`src/rtl/csd_pkg.sv`:
```
package csd_pkg;
  localparam int HDR_W      = 32;
  localparam int MODE_W     = 4;
  localparam int OFFS_W     = 12;
  localparam int VAL_W      = 16;
  localparam int CLASS_W    = 10;
  localparam int SMASK_W    = 6;
  localparam int IMM_W      = 12;
  localparam int MODE_LO    = HDR_W - MODE_W;
  localparam int OFFS_LO    = VAL_W;
  localparam int CLASS_LO   = SMASK_W;
  localparam int LBS_W      = $clog2(VAL_W);

  typedef enum logic [MODE_W-1:0] {
    MODE_SETCLASS = 4'd0,
    MODE_INCR     = 4'd1,
    MODE_NONINCR  = 4'd2,
    MODE_MASK     = 4'd3,
    MODE_IMM      = 4'd4
  } mode_e;

  typedef struct packed {
    logic emitMask;
    logic emitCount;
    logic emitImm;
    logic loadClass;
    logic loadWideMask;
    logic loadCount;
    logic incrFlag;
    logic errSet;
  } ctl_s;
endpackage

```
`src/rtl/csd_ctrl.sv`:
```
module csd_ctrl
  import csd_pkg::*;
(
  input  logic              inValid,
  input  logic [MODE_W-1:0] modeBits,
  input  logic              maskPending,
  input  logic              countPending,
  input  logic              outValid,
  input  logic              outReady,
  output logic              inReady,
  output ctl_s              ctl
);
  logic slotFree;
  logic fire;

  assign slotFree = !outValid || outReady;
  assign inReady  = slotFree;
  assign fire     = inValid && slotFree;

  always_comb begin
    ctl = '0;
    if (fire) begin
      if (maskPending) begin
        ctl.emitMask = 1'b1;
      end else if (countPending) begin
        ctl.emitCount = 1'b1;
      end else begin
        unique case (modeBits)
          MODE_SETCLASS: ctl.loadClass = 1'b1;
          MODE_INCR: begin
            ctl.loadCount = 1'b1;
            ctl.incrFlag  = 1'b1;
          end
          MODE_NONINCR:  ctl.loadCount    = 1'b1;
          MODE_MASK:     ctl.loadWideMask = 1'b1;
          MODE_IMM:      ctl.emitImm      = 1'b1;
          default:       ctl.errSet       = 1'b1;
        endcase
      end
    end
  end
endmodule

```
`src/rtl/csd_datapath.sv`:
```
module csd_datapath
  import csd_pkg::*;
(
  input  logic               clk,
  input  logic               rst,
  input  ctl_s               ctl,
  input  logic [HDR_W-1:0]   inWord,
  input  logic               outReady,
  output logic               maskPending,
  output logic               countPending,
  output logic               outValid,
  output logic [CLASS_W-1:0] outClass,
  output logic [OFFS_W-1:0]  outOffset,
  output logic [HDR_W-1:0]   outData,
  output logic               errFlag
);
  logic [VAL_W-1:0]   maskReg;
  logic [VAL_W-1:0]   countReg;
  logic [OFFS_W-1:0]  offReg;
  logic               incrReg;
  logic [CLASS_W-1:0] classReg;
  logic [LBS_W-1:0]   lowIdx;
  logic [OFFS_W-1:0]  hdrOffset;
  logic [VAL_W-1:0]   hdrValue;

  assign hdrOffset    = inWord[OFFS_LO +: OFFS_W];
  assign hdrValue     = inWord[VAL_W-1:0];
  assign maskPending  = |maskReg;
  assign countPending = |countReg;

  always_comb begin
    lowIdx = '0;
    for (int i = VAL_W - 1; i >= 0; i--) begin
      if (maskReg[i]) lowIdx = LBS_W'(i);
    end
  end

  always_ff @(posedge clk) begin
    if (rst) begin
      maskReg   <= '0;
      countReg  <= '0;
      offReg    <= '0;
      incrReg   <= 1'b0;
      classReg  <= '0;
      outValid  <= 1'b0;
      outClass  <= '0;
      outOffset <= '0;
      outData   <= '0;
      errFlag   <= 1'b0;
    end else begin
      if (outValid && outReady) outValid <= 1'b0;
      if (ctl.emitMask) begin
        outValid  <= 1'b1;
        outClass  <= classReg;
        outOffset <= offReg + OFFS_W'(lowIdx);
        outData   <= inWord;
        maskReg   <= maskReg & (maskReg - 1'b1);
      end
      if (ctl.emitCount) begin
        outValid  <= 1'b1;
        outClass  <= classReg;
        outOffset <= offReg;
        outData   <= inWord;
        countReg  <= countReg - 1'b1;
        if (incrReg) offReg <= offReg + 1'b1;
      end
      if (ctl.emitImm) begin
        outValid  <= 1'b1;
        outClass  <= classReg;
        outOffset <= hdrOffset;
        outData   <= HDR_W'(inWord[IMM_W-1:0]);
        offReg    <= hdrOffset;
      end
      if (ctl.loadClass) begin
        classReg <= inWord[CLASS_LO +: CLASS_W];
        maskReg  <= VAL_W'(inWord[SMASK_W-1:0]);
        offReg   <= hdrOffset;
      end
      if (ctl.loadWideMask) begin
        maskReg <= hdrValue;
        offReg  <= hdrOffset;
      end
      if (ctl.loadCount) begin
        countReg <= hdrValue;
        offReg   <= hdrOffset;
        incrReg  <= ctl.incrFlag;
      end
      if (ctl.errSet) errFlag <= 1'b1;
    end
  end
endmodule

```
`src/rtl/cmd_stream_decoder.sv`:
```
module cmd_stream_decoder
  import csd_pkg::*;
(
  input  logic               clk,
  input  logic               rst,
  input  logic               inValid,
  output logic               inReady,
  input  logic [HDR_W-1:0]   inWord,
  output logic               outValid,
  input  logic               outReady,
  output logic [CLASS_W-1:0] outClass,
  output logic [OFFS_W-1:0]  outOffset,
  output logic [HDR_W-1:0]   outData,
  output logic               errFlag
);
  ctl_s ctl;
  logic maskPending;
  logic countPending;
  logic payloadPending;

  assign payloadPending = maskPending || countPending;

  csd_ctrl u_ctrl (
    .inValid      (inValid),
    .modeBits     (inWord[MODE_LO +: MODE_W]),
    .maskPending  (maskPending),
    .countPending (countPending),
    .outValid     (outValid),
    .outReady     (outReady),
    .inReady      (inReady),
    .ctl          (ctl)
  );

  csd_datapath u_dp (
    .clk          (clk),
    .rst          (rst),
    .ctl          (ctl),
    .inWord       (inWord),
    .outReady     (outReady),
    .maskPending  (maskPending),
    .countPending (countPending),
    .outValid     (outValid),
    .outClass     (outClass),
    .outOffset    (outOffset),
    .outData      (outData),
    .errFlag      (errFlag)
  );
endmodule

```
`config.mk`:
```
export PLATFORM = sky130hd
export DESIGN_NAME = cmd_stream_decoder
export DESIGN_NICKNAME = d
export VERILOG_FILES = /design/src/rtl/csd_pkg.sv /design/src/rtl/csd_ctrl.sv /design/src/rtl/csd_datapath.sv /design/src/rtl/cmd_stream_decoder.sv
export SDC_FILE = /design/constraint.sdc
export NUM_CORES = 1
export LEC_CHECK = 0
export ABC_CLOCK_PERIOD_IN_PS = 9850
export BUFFER_PORTS_ARGS = -buffer_cell sky130_fd_sc_hd__buf_2
export CORE_ASPECT_RATIO = 1.2
export CORE_MARGIN = 2
export CORE_UTILIZATION = 60
export CTS_BUF_LIST = sky130_fd_sc_hd__clkbuf_8
export CTS_CLUSTER_SIZE = 40
export DETAILED_ROUTE_END_ITERATION = 10
export GPL_TIMING_DRIVEN = 0
export PLACE_DENSITY = 0.94
export SLEW_MARGIN = 20
export SYNTH_ARGS = -nofsm -noshare
export SYNTH_HDL_FRONTEND = slang
export SYNTH_HIERARCHICAL = 1
export SYNTH_SLANG_ARGS = --single-unit
```
`constraint.sdc`:
```
create_clock -name clk -period 9.85 [get_ports clk]
set_clock_uncertainty 0.1 [all_clocks]
set_input_delay 0.985 -clock clk [delete_from_list [all_inputs] [get_ports clk]]
set_output_delay 0.985 -clock clk [all_outputs]
set_load 0.02 [all_outputs]
```
### After elaboration in Yosys (flattened, before gate mapping)

Index checks and enable logic that the tools add are counted.

| operators by class | value |
|---|---|
| $add $sub $neg | 4 |
| equality and inequality tests | 4 |
| reduce and logical (&&, ||, !) cells | 18 |
| multiplexer cells | 51 |
| bitwise operators | 1 |

Operators by type and width:

| kind | count |
|---|---|
| 12-bit two-way mux | 10 |
| 16-bit two-way mux | 5 |
| 32-bit two-way mux | 2 |
| 4-bit two-way mux | 16 |
| 16-bit OR reduction | 2 |
| 16-bit by 1-bit subtractor with 16-bit output, second input constant | 2 |
| 10-bit two-way mux | 3 |
| 16-bit bitwise AND | 1 |
| 12-bit by 1-bit adder with 12-bit output, second input constant | 1 |
| 12-bit by 4-bit adder with 12-bit output | 1 |
| 1-bit two-way mux | 12 |
| 5-bit nonzero test | 2 |
| 4-bit by 2-bit equality test with 1-bit output, second input constant | 2 |
| 8-bit two-way mux | 1 |
| 7-bit two-way mux | 1 |
| 6-bit two-way mux | 1 |
| 3-bit nonzero test | 2 |
| 5-bit OR reduction | 1 |
| 4-bit by 1-bit equality test with 1-bit output, second input constant | 1 |
| 4-bit by 3-bit equality test with 1-bit output, second input constant | 1 |
| 4-bit logical NOT | 1 |
| 2-bit nonzero test | 2 |
| 4-bit nonzero test | 1 |
| 2-bit OR reduction | 2 |
| 4 further kinds | 5 |

| storage, ports and cells | value |
|---|---|
| output and inout bits | 57 |
| input bits | 36 |
| flip-flop bits (word level) | 111 |
| logic and storage cells | 89 |

### Longest topological paths before layout

Gate-level depths: netlist of run 1.

| depth | value |
|---|---|
| word-level depth | 20 |
| gate-level depth with buffers | 13 |
| gate-level depth less buffers | 13 |

### Modules after synthesis

The synthesis of run 1 kept the hierarchy.

Modules (own cells, without submodules):

| module | seq. area each (um^2) | instances | cells an instance | area each (um^2) |
|---|---|---|---|---|
| csd_datapath | 2222.1 | 1 | 634 | 5082.4 |
| csd_ctrl | 0.0 | 1 | 21 | 160.2 |

### Least setup slack after synthesis of run 1

OpenSTA, ideal clock, no wires.

| timing | value |
|---|---|
| kind | register to register |
| from | register u_dp.countReg[7] |
| to | register u_dp.offReg[8] |
| buffers on the path | 2 |
| data required time | 9659 ps |
| stages on the path, launching flop included | 12 |
| path slack | 6248 ps |
| arrival time | 3411 ps |
| clock period less this slack | 3602 ps |
| setup time | 91 ps |
| path through | dfxtp_1 > or4_4 > or4_4 > nor4_1 > nand4b_1 > or3_4 > nor4_1 > or2_1 > clkbuf_1 > nor3_1 > clkbuf_1 > a311oi_1 |

RTL lines:

| what | RTL line | RTL |
|---|---|---|
| from (decl) | csd_datapath.sv:18 | `logic [VAL_W-1:0] countReg;` |
| from (signal assigned) | csd_datapath.sv:64 | `countReg <= countReg - 1'b1;` |
| from (signal assigned) | csd_datapath.sv:84 | `countReg <= hdrValue;` |
| to (signal assigned) | csd_datapath.sv:65 | `if (incrReg) offReg <= offReg + 1'b1;` |
| to (signal assigned) | csd_datapath.sv:72 | `offReg <= hdrOffset;` |
| to (signal assigned) | csd_datapath.sv:77 | `offReg <= hdrOffset;` |
| to (decl) | csd_datapath.sv:19 | `logic [OFFS_W-1:0] offReg;` |

==> results of run 1 <==
-- synthesized netlist by cell type, drive strengths merged, types with 5 or more instances --
master	count	share of area, %
a211oi	14	2.0
xor2	17	2.8
nand3	8	0.76
o21ai	11	1.1
or2	5	0.60
nand2b	5	0.64
mux2i	16	3.1
nand4	5	0.60
o211ai	6	0.86
clkbuf	38	3.5
nor3	14	1.3
buf	5	0.41
a21oi	85	8.1
dfxtp	111	42
inv	19	1.4
nor2	77	5.5
nand2	121	8.7
ha	6	1.4
o21a	9	1.3
xnor2	12	2.0
nor4	12	2.1
or3	9	1.2
-- layout make-up --
cell class | count | area [um^2]
plain buffers | 43 | 204
well taps | 117 | 146
clock inverters | 6 | 67.6
clock buffers | 10 | 138
repair buffers | 92 | 460
flip-flops and latches | 111 | 2220
inverters | 19 | 71.3
fillers | 704 | 2460
multi-input cells | 482 | 2750
-- final timing paths --
check,startpoint,endpoint
max,u_dp/countReg[7]$_SDFFE_PP0P_,u_dp/offReg[0]$_SDFFE_PP0P_
min,u_dp/outClass[0]$_SDFFE_PP0P_,u_dp/outClass[0]$_SDFFE_PP0P_
max reg2reg,u_dp/countReg[7]$_SDFFE_PP0P_,u_dp/offReg[0]$_SDFFE_PP0P_
min reg2reg,u_dp/outClass[0]$_SDFFE_PP0P_,u_dp/outClass[0]$_SDFFE_PP0P_
-- sequential cells by signal, indices dropped and copies added (netlist names) --
signal and count:
u_dp/errFlag 1, u_dp/incrReg 1, u_dp/outOffset 12, u_dp/countReg 16, u_dp/maskReg 16, u_dp/outClass 10
u_dp/classReg 10, u_dp/outValid 1, u_dp/outData 32, u_dp/offReg 12
-- per-layer routing --
layer,wire [um],vias to the layer above
li1,-,2466
met4,767,0
met1,5610,2474
met5,0,-
met2,7340,248
met3,1070,65
-- critical path: stages, from the launching register on --
cell      delay, ps
dfxtp_1         350
or4_4           560
or4_4           480
nor4_1          310
nand4b_1        390
or3_4           480
nor4_1          520
or2_1           190
clkbuf_1        340
nor3_1          210
clkbuf_1        300
nor2_1          180
a211oi_1         70
-- through the flow --
step | worst slack, ps | hold slack (ps)
floorplan | 6250 | 336
global placement | 5390 | 336
detailed placement | 5290 | 342
CTS | 5290 | 356
global route | 4890 | 373
finish | 5210 | 353
-- power breakdown --
part           switching [uW]  total [uW]  internal (uW)
logic                     481         743            262
clock network             159         285            126
registers                73.7         621            547
-- cells by family (layout without fill, tap and decap cells) --
| kind of cell | Yosys count | after routing | share of synthesized area, % |
|---|---|---|---|
| flops | 111 | 111 | 42.4 |
| xor+xnor | 29 | 29 | 4.84 |
| compound gates | 155 | 155 | 18.2 |
| mux | 16 | 16 | 3.05 |
| buf+inv | 62 | 170 | 5.25 |
| fa+ha+maj | 7 | 7 | 1.81 |
| simple gates | 275 | 275 | 24.5 |
==> summary.md, run 1 <==
| Metric | Value |
|---|---|
| VDD IR max | `0.106 mV` |
| Layout area overhead | `15.5%` |
| Post-synth EDFFs | `0` |
| # DRC | `0` |
| Slew margin rel. | `47.5%` |
| Max Clk Rate | `215 MHz` |
| Syn Nets | `698` |
| Vias per cell | `5.97` |
| Cts repair resizes | `0` |
| Synthesized instance count | `655` |
| Sequential area share after synthesis | `42.4%` |
| Skew-Pair Late Insertion Delay | `390 ps` |
| Most used routing layer | `met2` |
| MaxCap Viol Count | `0` |
| Pins Over Slew Limit | `0` |
| Placed Cells | `864` |
| IO Count | `93` |
| Fin crit period | `4640 ps` |
| Crit path kind | `register to register` |
| Final number of hold-violating endpoints | `0` |
| Final Power | `1650 uW` |
| Final Cell Area | `6050 um^2` |
| Crit path capture type | `register` |
| Yosys cell types | `58` |
| RSZ-0062 raised after global routing | `false` |
| Yosys reg bits | `111` |
| Routed WL per cell | `16.8 um` |
| Clock transition at the registers of the reported paths | `110 ps` |
| Nets | `801` |
| Routed vias | `5253` |
| Worst R2R Path Depth | `12` |
| Most frequent cells in the layout | `nand2_1 (121), dfxtp_1 (111), buf_2 (94)` |
| Postcts setup bufs | `0` |
| Ys async rst share | `0%` |
| Starting density of the core | `61.5%` |
| Die span in y | `106 um` |
| Worst hold path cell count | `2` |
| Reg2reg setup slack | `5210 ps` |
| Die area | `9500 um^2` |
| Routing usage on met2 | `53.1%` |
| Routed Antenna Nets | `0` |
| Ant diodes | `0` |
| Cell Area, Placed | `5850 um^2` |
| Worst hold path class | `register to register` |
| CP required | `9990 ps` |
| Clock Path Buffers | `2` |
| Initial antenna violation count | `0` |
| Final Cycle Share | `47.2%` |
| Critical path arrival | `4790 ps` |
| Startpoint Class | `register` |
| Post-CTS Hold Buffers | `0` |
| DRT Pass-1 Iters | `5` |
| Mean post-synth cell area | `8.00 um^2` |
| First-pass GRT wire length | `23200 um` |
| PwrDens | `272 nW/um^2` |
| Post-layout util | `71.1%` |
| Buffers added on ports | `92` |
| Num CTS Buffers | `9` |
| Tot GR Track Use | `31.5%` |
| Top_reg_cell synth | `dfxtp_1` |
| Outcome | `finished, final reports clean` |
| Num rows | `37` |
| Final Setup Violations | `0` |
| M1 GR Usage | `37.2%` |
| Final RePlAce weighted congestion | `0.955` |
| Commonest non-fill, non-tap cell in the layout | `nand2_1` |
| DR iter-0 viols | `427` |
| Clock sinks | `111` |
| Actual slew at the worst max-slew pin | `786 ps` |
| Vias in the first global route | `5010` |
| Synth Cell Area | `5240 um^2` |
| Number of synthesis warnings | `6` |
| Gr ovfl total | `0` |
| GR Util met3 | `4.89%` |
| P_leak | `0.00242 uW` |
| DP HPWL | `10900 um` |
| Crit-path max FO | `10` |
| Drt total wl | `14800 um` |
| CTS tree | `yes` |
| CTS root buf | `clkbuf_8` |
| Final Non-Filler Cells | `880` |
| Largest net degree at the start of global routing | `19` |
| Maximum level of the CTS H-tree | `3` |
| Core region area | `8520 um^2` |
| Chip width | `89.3 um` |
| Final TNS setup | `0 ps` |
| Share of cells above drive strength 1 | `16.8%` |
No activity file was read; power rests on OpenSTA's default activity.
==> run 2, diff against run 1 <==
--- a/config.mk
+++ b/config.mk
@@ -5,16 +5,16 @@
 export SDC_FILE = /design/constraint.sdc
 export NUM_CORES = 1
 export LEC_CHECK = 0
-export ABC_CLOCK_PERIOD_IN_PS = 9850
+export ABC_CLOCK_PERIOD_IN_PS = 4200
 export BUFFER_PORTS_ARGS = -buffer_cell sky130_fd_sc_hd__buf_2
 export CORE_ASPECT_RATIO = 1.2
 export CORE_MARGIN = 2
-export CORE_UTILIZATION = 60
+export CORE_UTILIZATION = 52
 export CTS_BUF_LIST = sky130_fd_sc_hd__clkbuf_8
 export CTS_CLUSTER_SIZE = 40
 export DETAILED_ROUTE_END_ITERATION = 10
 export GPL_TIMING_DRIVEN = 0
-export PLACE_DENSITY = 0.94
+export PLACE_DENSITY = 0.87
 export SLEW_MARGIN = 20
 export SYNTH_ARGS = -nofsm -noshare
 export SYNTH_HDL_FRONTEND = slang
==> constraint.sdc (replaced) <==
create_clock -name clk -period 4.2 [get_ports clk]
set_clock_uncertainty 0.1 [all_clocks]
set_input_delay 0.42 -clock clk [delete_from_list [all_inputs] [get_ports clk]]
set_output_delay 0.42 -clock clk [all_outputs]
set_load 0.02 [all_outputs]
==> run 2 against run 1 <==
Effect of this change: sequential cell count is the same; critical path depth down 1; clock power up 150%; sequential power up 140%; combinational power is 140% higher; worst hold slack got worse by 150 ps; total power grew 140%; register-to-register slack lost 5000 ps; wire length rose by 3.4%; core utilization shrank 9.4 points; critical path type unchanged; highest routed layer unchanged.
==> summary.md, run 2 (synthesis results as in run 1) <==
| Metric | Value |
|---|---|
| Outcome | `finished, final reports clean (unchanged)` |
| Num rows | `40 (was 37)` |
| PwrDens | `642 nW/um^2 (was 272 nW/um^2)` |
| Final number of hold-violating endpoints | `0 (unchanged)` |
| Share of cells above drive strength 1 | `17.4% (was 16.8%)` |
| MaxCap Viol Count | `0 (unchanged)` |
| # DRC | `0 (unchanged)` |
| Clock sinks | `111 (unchanged)` |
| RSZ-0062 raised after global routing | `false (unchanged)` |
| Max Clk Rate | `247 MHz (was 215 MHz)` |
| DP HPWL | `11200 um (was 10900 um)` |
| Max FFs per register | `32 (unchanged)` |
| DR iter-0 viols | `402 (was 427)` |
| Hold slack | `201 ps (was 353 ps)` |
| Vias in the first global route | `5000 (was 5010)` |
| Buffers & Inverters on Critical Path | `2 (unchanged)` |
| Startpoint Class | `register (unchanged)` |
| Worst hold path cell count | `3 (was 2)` |
| Chip width | `95.7 um (was 89.3 um)` |
| Clock transition at the registers of the reported paths | `120 ps (was 110 ps)` |
| CTS tree | `yes (unchanged)` |
| Drt total wl | `15300 um (was 14800 um)` |
| Pins Over Slew Limit | `0 (unchanged)` |
| Critical path arrival | `4220 ps (was 4790 ps)` |
| IO Count | `93 (unchanged)` |
| Crit-path max FO | `10 (unchanged)` |
| Crit path max-delay family | `simple AND/OR/NAND/NOR gates (unchanged)` |
| Largest net degree at the start of global routing | `22 (was 19)` |
| Starting density of the core | `52.9% (was 61.5%)` |
| Tot GR Track Use | `28.2% (was 31.5%)` |
| Critical Path Stages | `11 (was 12)` |
| CTS root buf | `clkbuf_8 (unchanged)` |
| FF-to-FF Start | `u_dp/countReg[7]$_SDFFE_PP0P_ (unchanged)` |
| Worst Setup SP | `u_dp/countReg[7]$_SDFFE_PP0P_ (unchanged)` |
| Ant diodes | `0 (unchanged)` |
| Buffers added on ports | `92 (unchanged)` |
| Gr ovfl total | `0 (unchanged)` |
| Crit path capture type | `register (unchanged)` |
| Commonest non-fill, non-tap cell in the layout | `nand2_1 (unchanged)` |
| Worst path slowest cell | `or4_4 (unchanged)` |
| Most frequent cells in the layout | `nand2_1 (121), dfxtp_1 (111), buf_2 (94) (unchanged)` |
| Clock Path Buffers | `2 (unchanged)` |
| Crit path kind | `register to register (unchanged)` |
| Vias per cell | `5.93 (was 5.97)` |
| VDD IR max | `0.430 mV (was 0.106 mV)` |
| Final TNS setup | `0 ps (unchanged)` |
| Final Setup Violations | `0 (unchanged)` |
| Core region area | `9910 um^2 (was 8520 um^2)` |
| HP Start | `inWord[8] (was u_dp/outClass[0]$_SDFFE_PP0P_)` |
| Num CTS Buffers | `9 (unchanged)` |
| Initial antenna violation count | `0 (unchanged)` |
| Final WS setup | `158 ps (was 5210 ps)` |
| Fin crit period | `4040 ps (was 4640 ps)` |
| CP required | `4370 ps (was 9990 ps)` |
| Die span in y | `114 um (was 106 um)` |
| Skew-Pair Late Insertion Delay | `390 ps (about the same)` |
| Routed Antenna Nets | `0 (unchanged)` |
| Slew margin rel. | `42.1% (was 47.5%)` |
| Routed WL per cell | `17.2 um (was 16.8 um)` |
| Layout area overhead | `16.6% (was 15.5%)` |
| DRT Pass-1 Iters | `5 (unchanged)` |
| Largest regs | `u_dp/outData (32), u_dp/countReg (16), u_dp/maskReg (16) (unchanged)` |
| P_leak | `0.00244 uW (was 0.00242 uW)` |
| Routed vias | `5275 (was 5253)` |
| Largest stage delay on the critical path | `570 ps (was 560 ps)` |
| Die area | `10900 um^2 (was 9500 um^2)` |
| Placement Setup Slack | `-220 ps (was 5290 ps)` |
| Final RePlAce weighted congestion | `0.937 (was 0.955)` |
| First-pass GRT wire length | `23800 um (was 23200 um)` |
| Maximum level of the CTS H-tree | `3 (unchanged)` |
| Top reg by flops | `u_dp/outData (unchanged)` |
| Worst R2R Path Depth | `11 (was 12)` |
| Cells along the critical path | `or4_4 > or4_4 > nor4_1 > nand4b_1 > or3_4 > nor4_1 > clkbuf_1 > nor2_1 > clkbuf_1 > a32oi_1 > nor2_1 (was or4_4 > or4_4 > nor4_1 > nand4b_1 > or3_4 > nor4_1 > or2_1 > clkbuf_1 > nor3_1 > clkbuf_1 > nor2_1 > a211oi_1)` |
| Final Cycle Share | `96.2% (was 47.2%)` |
| Nets | `801 (unchanged)` |
| Worst hold path class | `input port to register (was register to register)` |
| Actual slew at the worst max-slew pin | `860 ps (was 786 ps)` |
run 2: cell types whose count changed in the layout (fill, tap and decap cells not counted), sizes merged:
cell / delta
clkbuf: -2
clkinvlp: -1
clkinv: +2
buf: +1
run 2: what timing repair did:
item                                    in CTS  in global routing
resized for setup                            1                  4
endpoints found under the setup margin      14                 58
hold endpoints to repair                     0                  0
setup buffers                                1                  0
pin swaps                                    1                  0
hold buffers                                 0                  0
run 2: layer usage:
metal	part of all wire, %	wire length, um	vias up	track usage [%]
li1	-	-	2464	-
met1	39	5920	2489	33.3
met2	48	7420	268	46.8
met3	8.0	1230	54	5.35
met4	4.8	728	0	17.0
met5	0	0	-	0
run 2: layout make-up:
cell class                      instances  area (um^2)
Fill cell                             873         3790
Clock inverter                          7          101
Tap cell                              126          158
Clock buffer                            9          124
Inverter                               19         71.3
Timing Repair Buffer                   93          468
Sequential cell                       111         2220
Multi-Input combinational cell        482         2770
Buffer                                 42          200
run 2: through the flow:
step	total power (uW)	instances	util (%)	instance area, um^2
2_1_floorplan	2690	655	-	5240
3_3_place_gp	3100	873	59.1	5860
3_5_place_dp	3180	873	59.1	5860
4_1_cts	3900	890	61.6	6100
5_1_grt	4170	889	61.7	6110
6_report	3920	889	61.7	6110
run 2: worst min-delay path, stage by stage:
cell and delay [ps]:
buf_2 130, nand2_1 60, a21oi_1 50
run 2: final timing paths:
check                                        to  slack (ps)
setup / recovery   u_dp/maskReg[8]$_SDFFE_PP0P_         160
hold / removal     u_dp/outData[8]$_SDFFE_PP0P_         200
setup reg to reg   u_dp/maskReg[8]$_SDFFE_PP0P_         160
hold reg to reg   u_dp/outClass[7]$_SDFFE_PP0P_         350
run 2: where the power goes:
part | internal, uW | leakage, uW | switching (uW) | total (uW)
logic | 633 | 0.00143 | 1130 | 1760
registers | 1280 | 0.000903 | 178 | 1460
clock network | 295 | 0.000109 | 405 | 700
==> run 3, diff against run 2 <==
--- a/config.mk
+++ b/config.mk
@@ -5,16 +5,17 @@
 export SDC_FILE = /design/constraint.sdc
 export NUM_CORES = 1
 export LEC_CHECK = 0
+export ABC_AREA = 1
 export ABC_CLOCK_PERIOD_IN_PS = 4200
 export BUFFER_PORTS_ARGS = -buffer_cell sky130_fd_sc_hd__buf_2
 export CORE_ASPECT_RATIO = 1.2
-export CORE_MARGIN = 2
-export CORE_UTILIZATION = 52
+export CORE_MARGIN = 1
+export CORE_UTILIZATION = 53
 export CTS_BUF_LIST = sky130_fd_sc_hd__clkbuf_8
 export CTS_CLUSTER_SIZE = 40
 export DETAILED_ROUTE_END_ITERATION = 10
 export GPL_TIMING_DRIVEN = 0
-export PLACE_DENSITY = 0.87
+export PLACE_DENSITY = 0.88
 export SLEW_MARGIN = 20
 export SYNTH_ARGS = -nofsm -noshare
 export SYNTH_HDL_FRONTEND = slang
==> run 3 against run 2 <==
Effect of this change: worst hold slack better by 2.8 ps; register-to-register slack better by 500 ps; critical endpoint is now u_dp/offReg[6]$_SDFFE_PP0P_; critical path depth is 9 higher; largest cell class unchanged; via count is 4.3% higher; core utilization is 2.2 points higher; critical path type unchanged; sequential cell count stayed put; sequential power is 8% higher; total power is 14% higher; worst setup slack better by 500 ps; largest power group unchanged.
==> summary.md, run 3 <==
| Metric | Value |
|---|---|
| Outcome | `finished, final reports clean (unchanged)` |
| Final TNS setup | `0 ps (unchanged)` |
| Pins Over Slew Limit | `0 (unchanged)` |
| Chip width | `93.9 um (was 95.7 um)` |
| Share of cells above drive strength 1 | `16.5% (was 17.4%)` |
| Crit-path max FO | `10 (unchanged)` |
| DRT Pass-1 Iters | `7 (was 5)` |
| # DRC | `0 (unchanged)` |
| Top_reg_cell synth | `dfxtp_1 (unchanged)` |
| Post-synth EDFFs | `0 (unchanged)` |
| Actual slew at the worst max-slew pin | `806 ps (was 860 ps)` |
| Routed Antenna Nets | `0 (unchanged)` |
| Final number of hold-violating endpoints | `0 (unchanged)` |
| Ys async rst share | `0% (unchanged)` |
| Routed WL per cell | `14.8 um (was 17.2 um)` |
| CP required | `4360 ps (was 4370 ps)` |
| DP HPWL | `11400 um (was 11200 um)` |
| Mean post-synth cell area | `6.97 um^2 (was 8.00 um^2)` |
| Commonest cells in the netlist | `nor2_1 (151), nand2_1 (123), dfxtp_1 (111), inv_1 (80), o21ai_0 (80) (was nand2_1 (121), dfxtp_1 (111), a21oi_1 (85), nor2_1 (77), clkbuf_1 (34))` |
| Commonest non-fill, non-tap cell in the layout | `nor2_1 (was nand2_1)` |
| Core region area | `9660 um^2 (was 9910 um^2)` |
| Num rows | `39 (was 40)` |
| Cts repair resizes | `0 (was 1)` |
| Most frequent cells in the layout | `nor2_1 (151), nand2_1 (123), dfxtp_1 (111) (was nand2_1 (121), dfxtp_1 (111), buf_2 (94))` |
| Drt total wl | `14800 um (was 15300 um)` |
| Nets | `915 (was 801)` |
| Clock transition at the registers of the reported paths | `120 ps (about the same)` |
| Crit path capture type | `register (unchanged)` |
| Syn Nets | `813 (was 698)` |
| Yosys cell types | `43 (was 58)` |
| Fin crit period | `3550 ps (was 4040 ps)` |
| Largest area contributor in the netlist | `dfxtp_1 (unchanged)` |
| Metal-1 WL | `5890 um (was 5920 um)` |
| Worst hold path class | `input port to register (unchanged)` |
| Die area | `10500 um^2 (was 10900 um^2)` |
| Post-synthesis mux area share | `0% (was 3.05%)` |
| Final RePlAce weighted congestion | `0.955 (was 0.937)` |
| Skew-Pair Late Insertion Delay | `380 ps (was 390 ps)` |
| Starting density of the core | `55.5% (was 52.9%)` |
| Die span in y | `112 um (was 114 um)` |
| Clock sinks | `111 (unchanged)` |
| Num CTS Buffers | `9 (unchanged)` |
| Ant diodes | `0 (unchanged)` |
| Max Clk Rate | `282 MHz (was 247 MHz)` |
| Synthesized instance count | `770 (was 655)` |
| Top-count cell post-synth | `nor2_1 (was nand2_1)` |
| Placed Cells | `984 (was 873)` |
| Synth area leaders | `dfxtp_1 (41%), nor2_1 (11%), nand2_1 (8.6%) (was dfxtp_1 (42%), nand2_1 (8.7%), a21oi_1 (8.1%))` |
| VDD IR max | `0.421 mV (was 0.430 mV)` |
| Final Setup Violations | `0 (unchanged)` |
| First-pass GRT wire length | `24100 um (was 23800 um)` |
| Startpoint Class | `register (unchanged)` |
| Synth Area in Adders | `1.77% (was 1.81%)` |
| Reg2reg setup slack | `650 ps (was 160 ps)` |
| Routed vias | `5504 (was 5275)` |
| P_leak | `0.00283 uW (was 0.00244 uW)` |
| Synth Cell Area | `5370 um^2 (was 5240 um^2)` |
| Yosys reg bits | `111 (unchanged)` |
| Clock Path Buffers | `2 (unchanged)` |
| Critical path arrival | `3710 ps (was 4220 ps)` |
| Simple-Gate Fraction of Synth Area | `26.7% (was 24.5%)` |
| Area share of the largest cell type after synthesis | `41.4% (was 42.4%)` |
| Final Cycle Share | `84.4% (was 96.2%)` |
| CTS tree | `yes (unchanged)` |
| DR top layer | `met4 (unchanged)` |
| RSZ-0062 raised after global routing | `false (unchanged)` |
| Largest family of logic cells by synthesized area | `simple AND/OR/NAND/NOR gates (unchanged)` |
| Maximum level of the CTS H-tree | `3 (unchanged)` |
| DR iter-0 viols | `403 (was 402)` |
| Largest net degree at the start of global routing | `22 (unchanged)` |
| PwrDens | `726 nW/um^2 (was 642 nW/um^2)` |
| Xor and xnor area share after synthesis | `2.77% (was 4.84%)` |
| Number of synthesis warnings | `6 (unchanged)` |
| Postcts setup bufs | `0 (was 1)` |
| Vias per cell | `5.50 (was 5.93)` |
| Top reg by flops | `u_dp/outData (unchanged)` |
| Largest regs | `u_dp/outData (32), u_dp/countReg (16), u_dp/maskReg (16) (unchanged)` |
| Tot GR Track Use | `29.2% (was 28.2%)` |
| Synth Area in Compound Gates | `18.5% (was 18.2%)` |
| Buffers added on ports | `91 (was 92)` |
| Met3 WL | `1010 um (was 1230 um)` |
| Initial antenna violation count | `0 (unchanged)` |
| Gr ovfl total | `0 (unchanged)` |
| Post-layout util | `63.9% (was 61.7%)` |
| Crit path kind | `register to register (unchanged)` |
| IO Count | `93 (unchanged)` |
| CTS root buf | `clkbuf_8 (unchanged)` |
| Layout area overhead | `15.0% (was 16.6%)` |
| Final Non-Filler Cells | `1000 (was 889)` |
| Post-CTS Hold Buffers | `0 (unchanged)` |
| MaxCap Viol Count | `0 (unchanged)` |
| Sequential area share after synthesis | `41.4% (was 42.4%)` |
| Vias in the first global route | `5146 (was 5000)` |
| Met2 routed WL | `7270 um (was 7420 um)` |
| Max FFs per register | `32 (unchanged)` |
| Slew margin rel. | `45.9% (was 42.1%)` |
## run 3: area by class of cell
class | count | area (um^2)
buffer | 32 | 144
timing repair buffer | 91 | 455
fill | 899 | 3490
sequential | 111 | 2220
clock buffer | 9 | 124
clock inverter | 7 | 70.1
tap | 123 | 154
inverter | 88 | 330
multi-input combinational | 539 | 2670
## run 3: power breakdown
group	internal (uW)	switching, uW
combinational	759	1530
clock	236	392
sequential	1370	192
## run 3: stage by stage
stage | cell area [um^2] | setup slack, ps | total power [uW] | hold WS (ps)
floorplan | 5370 | 1370 | 3200 | 355
global placement | 5980 | 761 | 3790 | 354
detailed placement | 5980 | 712 | 3850 | 357
CTS | 6170 | 650 | 4470 | 202
global route | 6170 | 312 | 4830 | 202
finish | 6170 | 654 | 4480 | 204
## run 3: final timing paths
check | startpoint | to | cells past startpoint
hold / removal | inWord[31] | u_dp/outData[31]$_SDFFE_PP0P_ | 3
hold reg to reg | u_dp/outOffset[9]$_SDFFE_PP0P_ | u_dp/outOffset[9]$_SDFFE_PP0P_ | 2
setup / recovery | u_dp/countReg[0]$_SDFFE_PP0P_ | u_dp/offReg[6]$_SDFFE_PP0P_ | 20
setup reg to reg | u_dp/countReg[0]$_SDFFE_PP0P_ | u_dp/offReg[6]$_SDFFE_PP0P_ | 20
## run 3: cell families (layout without fill, tap and decap cells)
logic type,count (synthesis),after routing
buffers and inverters,120,227
xor gates and xnor gates,17,17
DFF,111,111
adders and majority gates,7,7
and+or+nand+nor,340,340
AOI/OAI and AO/OA,175,175
## run 3: metal layers
metal / vias to the layer above / GRT usage [%]
li1: 2713 / -
met1: 2509 / 34.6
met2: 238 / 50.7
met3: 44 / 4.40
met4: 0 / 14.3
met5: - / 0
## run 3: worst max-delay path, cell delays in order (launching register included)
cell and delay, ps:
dfxtp_1 320, inv_1 100, ha_1 210, nand3_2 130
nor3_1 270, nand3_1 130, or2_0 220, nand3b_1 230
inv_2 100, nand2_2 60, nor2_2 120, nand2_2 80
nor2_1 100, buf_2 230, inv_1 190, nand3_4 210
clkinv_1 270, o211ai_1 180, nand2_1 70, nand2_1 60
inv_1 50
